### src/rtl/fault_rec_pkg.sv
package fault_rec_pkg;

  typedef enum logic [1:0] {
    ST_SHORT_GND = 2'b00,
    ST_SHORT_BAT = 2'b01,
    ST_OPEN_LOAD = 2'b10,
    ST_HEALTHY   = 2'b11
  } stat_e;

  // Severity rank: larger value wins.
  function automatic logic [1:0] sev_rank(input stat_e code);
    case (code)
      ST_SHORT_BAT: sev_rank = 2'd3;
      ST_SHORT_GND: sev_rank = 2'd2;
      ST_OPEN_LOAD: sev_rank = 2'd1;
      default:      sev_rank = 2'd0;
    endcase
  endfunction

endpackage

### src/rtl/chan_spike_filter.sv
module chan_spike_filter #(
  parameter int LEN = 64
) (
  input  logic clk,
  input  logic kill_i,
  input  logic restart_i,
  input  logic cond_i,
  output logic qual_o
);
  localparam int CW = $clog2(LEN + 1);
  localparam logic [CW-1:0] LIMIT = CW'(LEN);

  logic [CW-1:0] cnt_q;

  always_ff @(posedge clk) begin
    if (kill_i || restart_i || !cond_i) begin
      cnt_q <= '0;
    end else if (cnt_q != LIMIT) begin
      cnt_q <= cnt_q + 1'b1;
    end
  end

  assign qual_o = (cnt_q == LIMIT);

  // a restart means the next cycle is never qualified
  a_r3_restart_clears: assert property (@(posedge clk) disable iff (kill_i)
    restart_i |=> !qual_o);

endmodule

### src/rtl/chan_fault_classify.sv
module chan_fault_classify #(
  parameter int FILT_LEN = 64
) (
  input  logic clk,
  input  logic kill_i,
  input  logic on_i,
  input  logic drain_low_i,
  input  logic under_cur_i,
  output logic ev_scg_o,
  output logic ev_ol_o
);
  logic on_q;
  logic arm_q;
  logic toggle;
  logic cond;
  logic qual;
  logic ol_sporadic;
  logic ol_static;

  always_ff @(posedge clk) begin
    if (kill_i) on_q <= 1'b0;
    else        on_q <= on_i;
  end

  assign toggle = on_i ^ on_q;
  assign cond   = on_i ? under_cur_i : drain_low_i;

  chan_spike_filter #(.LEN(FILT_LEN)) filt_i (
    .clk       (clk),
    .kill_i    (kill_i),
    .restart_i (toggle),
    .cond_i    (cond),
    .qual_o    (qual)
  );

  // Qualified while off: short to ground, reported every qualified cycle.
  assign ev_scg_o = qual && !on_q;

  // Open load is armed when qualified while on, committed later.
  assign ol_sporadic = arm_q && on_q && on_i && !under_cur_i;
  assign ol_static   = arm_q && on_q && !on_i;
  assign ev_ol_o     = ol_sporadic || ol_static;

  always_ff @(posedge clk) begin
    if (kill_i || toggle || ev_ol_o) arm_q <= 1'b0;
    else if (qual && on_q)           arm_q <= 1'b1;
  end

  a_r1_scg_only_off: assert property (@(posedge clk) disable iff (kill_i)
    ev_scg_o |-> !$past(on_i));

  a_r2_ol_only_on: assert property (@(posedge clk) disable iff (kill_i)
    ev_ol_o |-> $past(on_i));

  a_r4_static_at_off: assert property (@(posedge clk) disable iff (kill_i)
    (arm_q && $fell(on_i)) |-> ev_ol_o);

endmodule

### src/rtl/fault_field_store.sv
module fault_field_store
  import fault_rec_pkg::*;
(
  input  logic  clk,
  input  logic  kill_i,
  input  logic  clr_i,
  input  logic  ev_scb_i,
  input  logic  ev_scg_i,
  input  logic  ev_ol_i,
  output stat_e field_o,
  output stat_e field_nxt_o
);
  stat_e field_q;
  stat_e cand;
  stat_e base;

  always_comb begin
    cand = ST_HEALTHY;
    if (ev_ol_i)  cand = ST_OPEN_LOAD;
    if (ev_scg_i) cand = ST_SHORT_GND;
    if (ev_scb_i) cand = ST_SHORT_BAT;
    base = clr_i ? ST_HEALTHY : field_q;
    field_nxt_o = (sev_rank(cand) > sev_rank(base)) ? cand : base;
  end

  always_ff @(posedge clk) begin
    if (kill_i) field_q <= ST_HEALTHY;
    else        field_q <= field_nxt_o;
  end

  assign field_o = field_q;

  a_r7_no_downgrade: assert property (@(posedge clk) disable iff (kill_i)
    !clr_i |=> sev_rank(field_q) >= sev_rank($past(field_q)));

  a_r6_bat_stored: assert property (@(posedge clk) disable iff (kill_i)
    ev_scb_i |=> field_q == ST_SHORT_BAT);

  a_r9_clear_idle: assert property (@(posedge clk) disable iff (kill_i)
    (clr_i && !ev_scb_i && !ev_scg_i && !ev_ol_i) |=> field_q == ST_HEALTHY);

endmodule

### src/rtl/chan_fault_recorder.sv
module chan_fault_recorder
  import fault_rec_pkg::*;
#(
  parameter int NUM_CH   = 4,
  parameter int FILT_LEN = 64
) (
  input  logic                  clk,
  input  logic                  rst,
  input  logic                  uv_i,
  input  logic [NUM_CH-1:0]     cmd_n_i,
  input  logic [NUM_CH-1:0]     drain_low_i,
  input  logic [NUM_CH-1:0]     under_cur_i,
  input  logic [NUM_CH-1:0]     bat_short_i,
  input  logic                  rd_clr_i,
  output logic [2*NUM_CH-1:0]   status_o,
  output logic                  any_fail_o
);
  localparam int SW = 2 * NUM_CH;

  logic          kill;
  logic [SW-1:0] nxt_all;

  assign kill = rst || uv_i;

  for (genvar i = 0; i < NUM_CH; i++) begin : g_ch
    logic  ev_scg;
    logic  ev_ol;
    stat_e fld;
    stat_e fld_nxt;

    chan_fault_classify #(.FILT_LEN(FILT_LEN)) cls_i (
      .clk         (clk),
      .kill_i      (kill),
      .on_i        (!cmd_n_i[i]),
      .drain_low_i (drain_low_i[i]),
      .under_cur_i (under_cur_i[i]),
      .ev_scg_o    (ev_scg),
      .ev_ol_o     (ev_ol)
    );

    fault_field_store st_i (
      .clk         (clk),
      .kill_i      (kill),
      .clr_i       (rd_clr_i),
      .ev_scb_i    (bat_short_i[i]),
      .ev_scg_i    (ev_scg),
      .ev_ol_i     (ev_ol),
      .field_o     (fld),
      .field_nxt_o (fld_nxt)
    );

    // Channel index 0 sits in the most significant field.
    assign status_o[2*(NUM_CH-1-i) +: 2] = fld;
    assign nxt_all[2*(NUM_CH-1-i) +: 2]  = fld_nxt;
  end

  always_ff @(posedge clk) begin
    if (kill) any_fail_o <= 1'b0;
    else      any_fail_o <= (nxt_all != '1);
  end

  a_r11_any_matches: assert property (@(posedge clk) disable iff (kill)
    any_fail_o == (status_o != '1));

  a_r10_kill_clears: assert property (@(posedge clk)
    kill |=> (status_o == '1) && !any_fail_o);

endmodule

### config.mk
export PLATFORM = sky130hd
export DESIGN_NAME = chan_fault_recorder
export DESIGN_NICKNAME = d
export VERILOG_FILES = /design/src/rtl/fault_rec_pkg.sv /design/src/rtl/chan_spike_filter.sv /design/src/rtl/chan_fault_classify.sv /design/src/rtl/fault_field_store.sv /design/src/rtl/chan_fault_recorder.sv
export SDC_FILE = /design/constraint.sdc
export NUM_CORES = 1
export LEC_CHECK = 0
export BUFFER_PORTS_ARGS = -buffer_cell sky130_fd_sc_hd__buf_2
export CAP_MARGIN = 10
export CELL_PAD_IN_SITES_DETAIL_PLACEMENT = 0
export CELL_PAD_IN_SITES_GLOBAL_PLACEMENT = 1
export CORE_MARGIN = 4
export CORE_UTILIZATION = 45
export DETAILED_ROUTE_END_ITERATION = 8
export HOLD_SLACK_MARGIN = 0.12
export PLACE_DENSITY_LB_ADDON = 0.25
export SYNTH_ARGS = -nofsm -noshare
export SYNTH_HDL_FRONTEND = slang
export SYNTH_HIERARCHICAL = 1
export SYNTH_SLANG_ARGS = --single-unit
### constraint.sdc
create_clock -name clk -period 3.7 [get_ports clk]
set_input_delay 0.555 -clock clk [delete_from_list [all_inputs] [get_ports clk]]
set_output_delay 0.555 -clock clk [all_outputs]
set_load 0.05 [all_outputs]
* Word-level counts from Yosys, hierarchy flattened *
Cells that the tools add are included.

storage, ports and cells
  bits of input ports = 20
  register bits = 45

cells by class
  bitwise logic cells = 4
  $add $sub $neg = 4
  muxes and demuxes = 32
  equal/unequal tests = 25
  $lt $le $gt $ge = 4
  reductions and logical operators = 65

operators by type and width
  cell                 number
  $pmux 2 s3           8
  $mux 2               16
  $add 7x1->7 const B  4
  $eq 7x7->1 const B   4
  $ne 7x7->1 const B   4
  $logic_and 1x1->1    24
  $logic_or 1x1->1     17
  $eq 2x1->1 const B   8
  $eq 2x2->1 const B   8
  $logic_not 1->1      16
  $logic_not 2->1      8
  $gt 2x2->1           4
  $mux 1               8
  $ne 8x8->1 const B   1
  $xor 1x1->1          4

* Longest topological paths before layout *
  depth in word-level cells = 12
  gate-level depth with buffers = 14

* By module *
The synthesis kept the hierarchy.

by module, submodules not included
  module               area an instance (um2)  times used  cells an instance
  chan_spike_filter    346.6                   4           40
  fault_field_store    215.2                   4           25
  chan_fault_classify  113.9                   4           12
  chan_fault_recorder  70.1                    1           9

* Worst setup path before layout *
No wires, ideal clock.

  kind = reg-to-reg
  from = reg g_ch[1].cls_i.filt_i.cnt_q[0]
  to = reg any_fail_o
  stages on the path, launching flop included = 14
  slack = 1,099 ps
  data arrival time = 2,470 ps
  clock period less this slack = 2,601 ps
  required time = 3,569 ps
  cells stage by stage = dfxtp_1 inv_1 ha_1 nor2b_1 and2_1 buf_4 and2b_2 or2_4 ha_1 nor2b_4 o21ai_4 mux2i_1 and4_1 a21oi_2

between the ends
  longest elaborated chain between the ends = 9
  elaborated cells on any way between the ends = 11
  those cells by class = 1 x order compare; 4 x eq/ne; 4 x mux; 2 x reduce/logical

RTL lines
  item                                      RTL line                   RTL
  start, declared                           chan_spike_filter.sv:13    logic [CW-1:0] cnt_q;
  start signal, assigned                    chan_spike_filter.sv:19    cnt_q <= cnt_q + 1'b1;
  $eq 7x7->1 (*)                            chan_spike_filter.sv:23    assign qual_o = (cnt_q == LIMIT);
  named net g_ch[1].cls_i.qual              chan_fault_classify.sv:16  logic qual;
  $logic_and 1x1->1 (*)                     chan_fault_classify.sv:37  assign ev_scg_o = qual && !on_q;
  named net g_ch[1].ev_scg                  chan_fault_recorder.sv:26  logic ev_scg;
  $mux 2 (*)                                fault_field_store.sv:20    if (ev_scg_i) cand = ST_SHORT_GND;
  $mux 2 (*)                                fault_field_store.sv:21    if (ev_scb_i) cand = ST_SHORT_BAT;
  $eq 2x2->1, or another cell as far along  fault_rec_pkg.sv:12        case (code)
  $pmux 2 s3                                fault_rec_pkg.sv:12
  $gt 2x2->1                                fault_field_store.sv:23    field_nxt_o = (sev_rank(cand) > sev_rank(base)) ? cand : base;
  $mux 2 (*)                                fault_field_store.sv:23
  named net g_ch[1].fld_nxt[1]              chan_fault_recorder.sv:29  stat_e fld_nxt;
  $ne 8x8->1 (*)                            chan_fault_recorder.sv:59  else any_fail_o <= (nxt_all != '1);
  end signal, assigned                      chan_fault_recorder.sv:59
  end, declared                             chan_fault_recorder.sv:16  output logic any_fail_o

The timed path passes the listed nets; every way through them passes the cells marked *.
A chain may end at the register's enable or synchronous reset.

* Worst setup path after layout *
  from = reg g_ch[0].cls_i.filt_i.cnt_q[0]
  to = reg any_fail_o

between the ends
  longest elaborated chain between the ends = 9
  elaborated cells on any way between the ends = 11
  those cells by class = 1 x order compare; 4 x eq/ne; 4 x mux; 2 x reduce/logical

RTL lines
  item                                      RTL line
  start, declared                           chan_spike_filter.sv:13
  start signal, assigned                    chan_spike_filter.sv:19
  $eq 7x7->1 (*)                            chan_spike_filter.sv:23
  named net g_ch[0].cls_i.qual              chan_fault_classify.sv:16
  $logic_and 1x1->1 (*)                     chan_fault_classify.sv:37
  named net g_ch[0].ev_scg                  chan_fault_recorder.sv:26
  $mux 2 (*)                                fault_field_store.sv:20
  $mux 2 (*)                                fault_field_store.sv:21
  $eq 2x2->1, or another cell as far along  fault_rec_pkg.sv:12
  $pmux 2 s3                                fault_rec_pkg.sv:12
  $gt 2x2->1                                fault_field_store.sv:23
  $mux 2 (*)                                fault_field_store.sv:23
  named net g_ch[0].fld_nxt[0]              chan_fault_recorder.sv:29
  $ne 8x8->1 (*)                            chan_fault_recorder.sv:59

Marks and branches as above.

==> results.sh <==
export IMPL_status="finished clean"
export IMPL_cp_required_ps=3870
export IMPL_first_iter_violations=65
export IMPL_worstPathArrival_ps=2960
export IMPL_io_pins=29
export IMPL_path_cells="inv_1, ha_1, nor2b_1, and2_1, and2b_2, or2_4, ha_1, nor2b_4, o21ai_4, mux2i_1, and4_1, a21oi_2"
export IMPL_post_synth_inst_count=317
export IMPL_drcViolationCount=0
export IMPL_routed_wl_microns=5010
export IMPL_worst_slew_pin_slew_ps=480
export IMPL_cp_num_buf_inv=1
export IMPL_cp_startpoint="g_ch[0].cls_i/filt_i/cnt_q[0]$_SDFFE_PP0P_"
export IMPL_die_w_microns=86.5
export IMPL_clk_pin_slew_ps=80
export IMPL_start_util_pct=46.6
export IMPL_avgSynthCellArea_sq_um=8.75
export IMPL_dp_hpwl_microns=3850
export IMPL_die_area_sq_mm=0.00748
export IMPL_multi_input_area_sq_mm=0.00177
export IMPL_cap_violations=0
export IMPL_portBuffers=28
export IMPL_fillerInstances=596
export IMPL_finalCritPeriodShare_pct=75.5
export IMPL_p_clk_share_pct=32.3
export IMPL_r2r_setup_slack_ps=910
export IMPL_cpMaxStageDelayCell="dfxtp_1"
export IMPL_vdd_drop_max_uv=204
export IMPL_holdCritStartpoint="g_ch[0].cls_i/filt_i/cnt_q[6]$_SDFFE_PP0P_"
export IMPL_rsz0062_at_grt="false"
export IMPL_path_depth=12
export IMPL_wire_per_inst_microns=11.8
export IMPL_synth_top_area_cell="dfxtp_1"
export IMPL_skew_ps=4.37
export IMPL_cp_common_cell="ha_1"
export IMPL_reg2reg_to="any_fail_o$_SDFF_PP0_"
export IMPL_ys_async_sr_fraction_pct=0
export IMPL_p_leak_nw=1.12
export IMPL_setup_viol=0
export IMPL_relSlewSlack_pct=68.0
export IMPL_cts_tree="yes"
export IMPL_n_antenna_cell=0
export IMPL_critPathCapture="any_fail_o$_SDFF_PP0_"
export IMPL_num_vias=2154
export IMPL_ys_seq_area_share_pct=32.5
export IMPL_firstDrtPassIters=4
export IMPL_end_kind="flop"
export IMPL_ys_flop_type="dfxtp_1"
export IMPL_p_int_mw=0.678
export IMPL_num_rows=28
export IMPL_worstSetupPathType="reg2reg"
export IMPL_nNetsFinal=384
export IMPL_die_h_microns=86.5
export IMPL_antenna_found_initial=0
export IMPL_critical_path_max_stage_delay_ps=380
export IMPL_cts_max_level=2
export IMPL_grt_util_all_layers_pct=14.7
export IMPL_final_area_sq_mm=0.00306
export IMPL_via_per_inst=5.08
export IMPL_worstHoldPathType="reg2reg"
export IMPL_ant_nets=0
export IMPL_clk_latency_ps=290
export IMPL_comb_power_share_pct=13.4
export IMPL_synth_top_area_share_pct=32.5
export IMPL_p_switching_mw=0.234
export IMPL_fp_coreArea_sq_mm=0.00596
export IMPL_period_minus_slack_ps=2790
export IMPL_postCtsHoldBufs=0
export IMPL_synth_common_cells="45 x dfxtp_1, 32 x nand2_1, 28 x nor2_1"
export IMPL_cts_setup_buffers=0
export IMPL_switching_share_pct=25.7
export IMPL_hold_violations=0
export IMPL_final_core_utilization_pct=51.4
export IMPL_slew_violations=0
export IMPL_setup_tns_ps=0
export IMPL_drive_gt1_share_pct=18.3
export IMPL_syn_nets=353
export IMPL_cellPowerDensity_mw_per_mm2=298
export IMPL_critPathTopFamily="simple AND/OR/NAND/NOR gates"
export IMPL_seqCellArea_sq_um=901
export IMPL_clockBufferDepth=2
export IMPL_ys_seq_elements=45
export IMPL_start_kind="flop"
export IMPL_grt_pass1_vias=2117
export IMPL_cts_buffers=5
export IMPL_place_area_sq_mm=0.00298
export IMPL_worst_path_max_fanout=7
export IMPL_synth_edf_count=0
export IMPL_place_congestion=0.823
export IMPL_ctsResizeCount=0
export IMPL_yosysWarnings=6
export IMPL_grt_overflow=0
export IMPL_grt_max_degree=34
export IMPL_max_freq_ghz=0.358
export IMPL_root_buffer="clkbuf_8"
export IMPL_cts_sinks=45
export IMPL_syn_area_sq_mm=0.00277
export IMPL_area_growth_pct=10.4
export IMPL_ff2ff_path_depth=12
export IMPL_synth_distinct_cells=29
export IMPL_grt_pass1_wl_microns=9090
export IMPL_p_seq_share_pct=54.3
export IMPL_synth_most_common_cell="dfxtp_1"
export IMPL_synth_area_leaders="dfxtp_1 32%, ha_1 7.2%, mux2i_1 7.2%"
export IMPL_regToRegStartpoint="g_ch[0].cls_i/filt_i/cnt_q[0]$_SDFFE_PP0P_"
## layout make-up
type,count,share of cell area [%]
Inverter,20,2.45
Sequential cell,45,29.4
Timing Repair Buffer,28,4.58
Multi-Input combinational cell,248,57.7
Clock buffer,7,2.49
Tap cell,75,3.07
Clock inverter,1,0.245
## logic make-up (layout without fill, tap and decap cells)
group	after synthesis	after routing	share of synthesized area, %
mux	24	24	8.84
fa+ha+maj	16	16	7.22
buf+inv	24	56	3.79
flops	45	45	32.5
xor+xnor	20	20	6.32
compound gates	37	37	8.62
simple gates	151	151	32.7
## power by group through the flow
stage               Clock (mW)  Sequential (mW)  Combinational [mW]
floorplan                    0            0.516              0.0832
global route             0.329            0.497               0.136
detailed placement           0            0.507               0.123
global placement             0            0.507               0.121
CTS                      0.312            0.496               0.124
finish                   0.295            0.496               0.122
## worst reg2reg max path, delay by kind of cell (launching register included)
family                   cells  cell delay (ps)
AO/OA/AOI/OAI                2              250
adder cells (fa/ha/maj)      2              510
buffers and inverters        1               70
flip-flops                   1              380
multiplexers                 1              250
AND/OR/NAND/NOR              6             1210
## per-layer routing
layer  GRT usage [%]  vias to the layer above  wire length, microns
met5               0                        -                     0
met4            5.24                        0                    61
met3            2.85                        4                   155
met2            24.4                       21                  2310
met1            19.1                      966                  2490
li1                -                     1163                     -
## sequential cells by signal, summed over array words and instances, names as in the netlist
| register | cells |
|---|---|
| any_fail_o | 1 |
| g_ch.cls_i/filt_i/cnt_q | 28 |
| g_ch.st_i/field_o | 8 |
| g_ch.cls_i/arm_q | 4 |
| g_ch.cls_i/on_q | 4 |
## layout by cell type (no fill, tap or decap), drive strengths merged, types with 5 or more instances in the layout
cell type and instances:
or2 5, nor2 28, xnor2 8, nand3 8
nor3 20, clkbuf 7, nand2 32, nand4 8
buf 28, mux2i 20, o21ai 16, inv 20
ha 16, a21oi 17, or3 8, xor2 12
dfxtp 45, nor2b 16
## worst min-delay path by stage
stage,endpoint,slack (ps),cells after the start
after global placement,g_ch[0].cls_i/filt_i/cnt_q[6]$_SDFFE_PP0P_,470,2
final,g_ch[0].cls_i/filt_i/cnt_q[6]$_SDFFE_PP0P_,490,2
after detailed placement,g_ch[1].cls_i/filt_i/cnt_q[6]$_SDFFE_PP0P_,480,2
after floorplan,g_ch[0].cls_i/filt_i/cnt_q[6]$_SDFFE_PP0P_,450,2
after global routing,g_ch[3].cls_i/filt_i/cnt_q[6]$_SDFFE_PP0P_,510,2
after CTS,g_ch[0].cls_i/filt_i/cnt_q[6]$_SDFFE_PP0P_,500,2
## metrics by stage
| stage | cells | hold WS [ps] | power [mW] | worst slack [ps] |
|---|---|---|---|---|
| global placement | 416 | 471 | 0.628 | 948 |
| detailed placement | 416 | 483 | 0.630 | 918 |
| CTS | 424 | 496 | 0.932 | 892 |
| global route | 424 | 513 | 0.963 | 729 |
| finish | 424 | 490 | 0.913 | 906 |
| floorplan | 317 | 453 | 0.599 | 1100 |
Power figures use the tool's default switching activity.
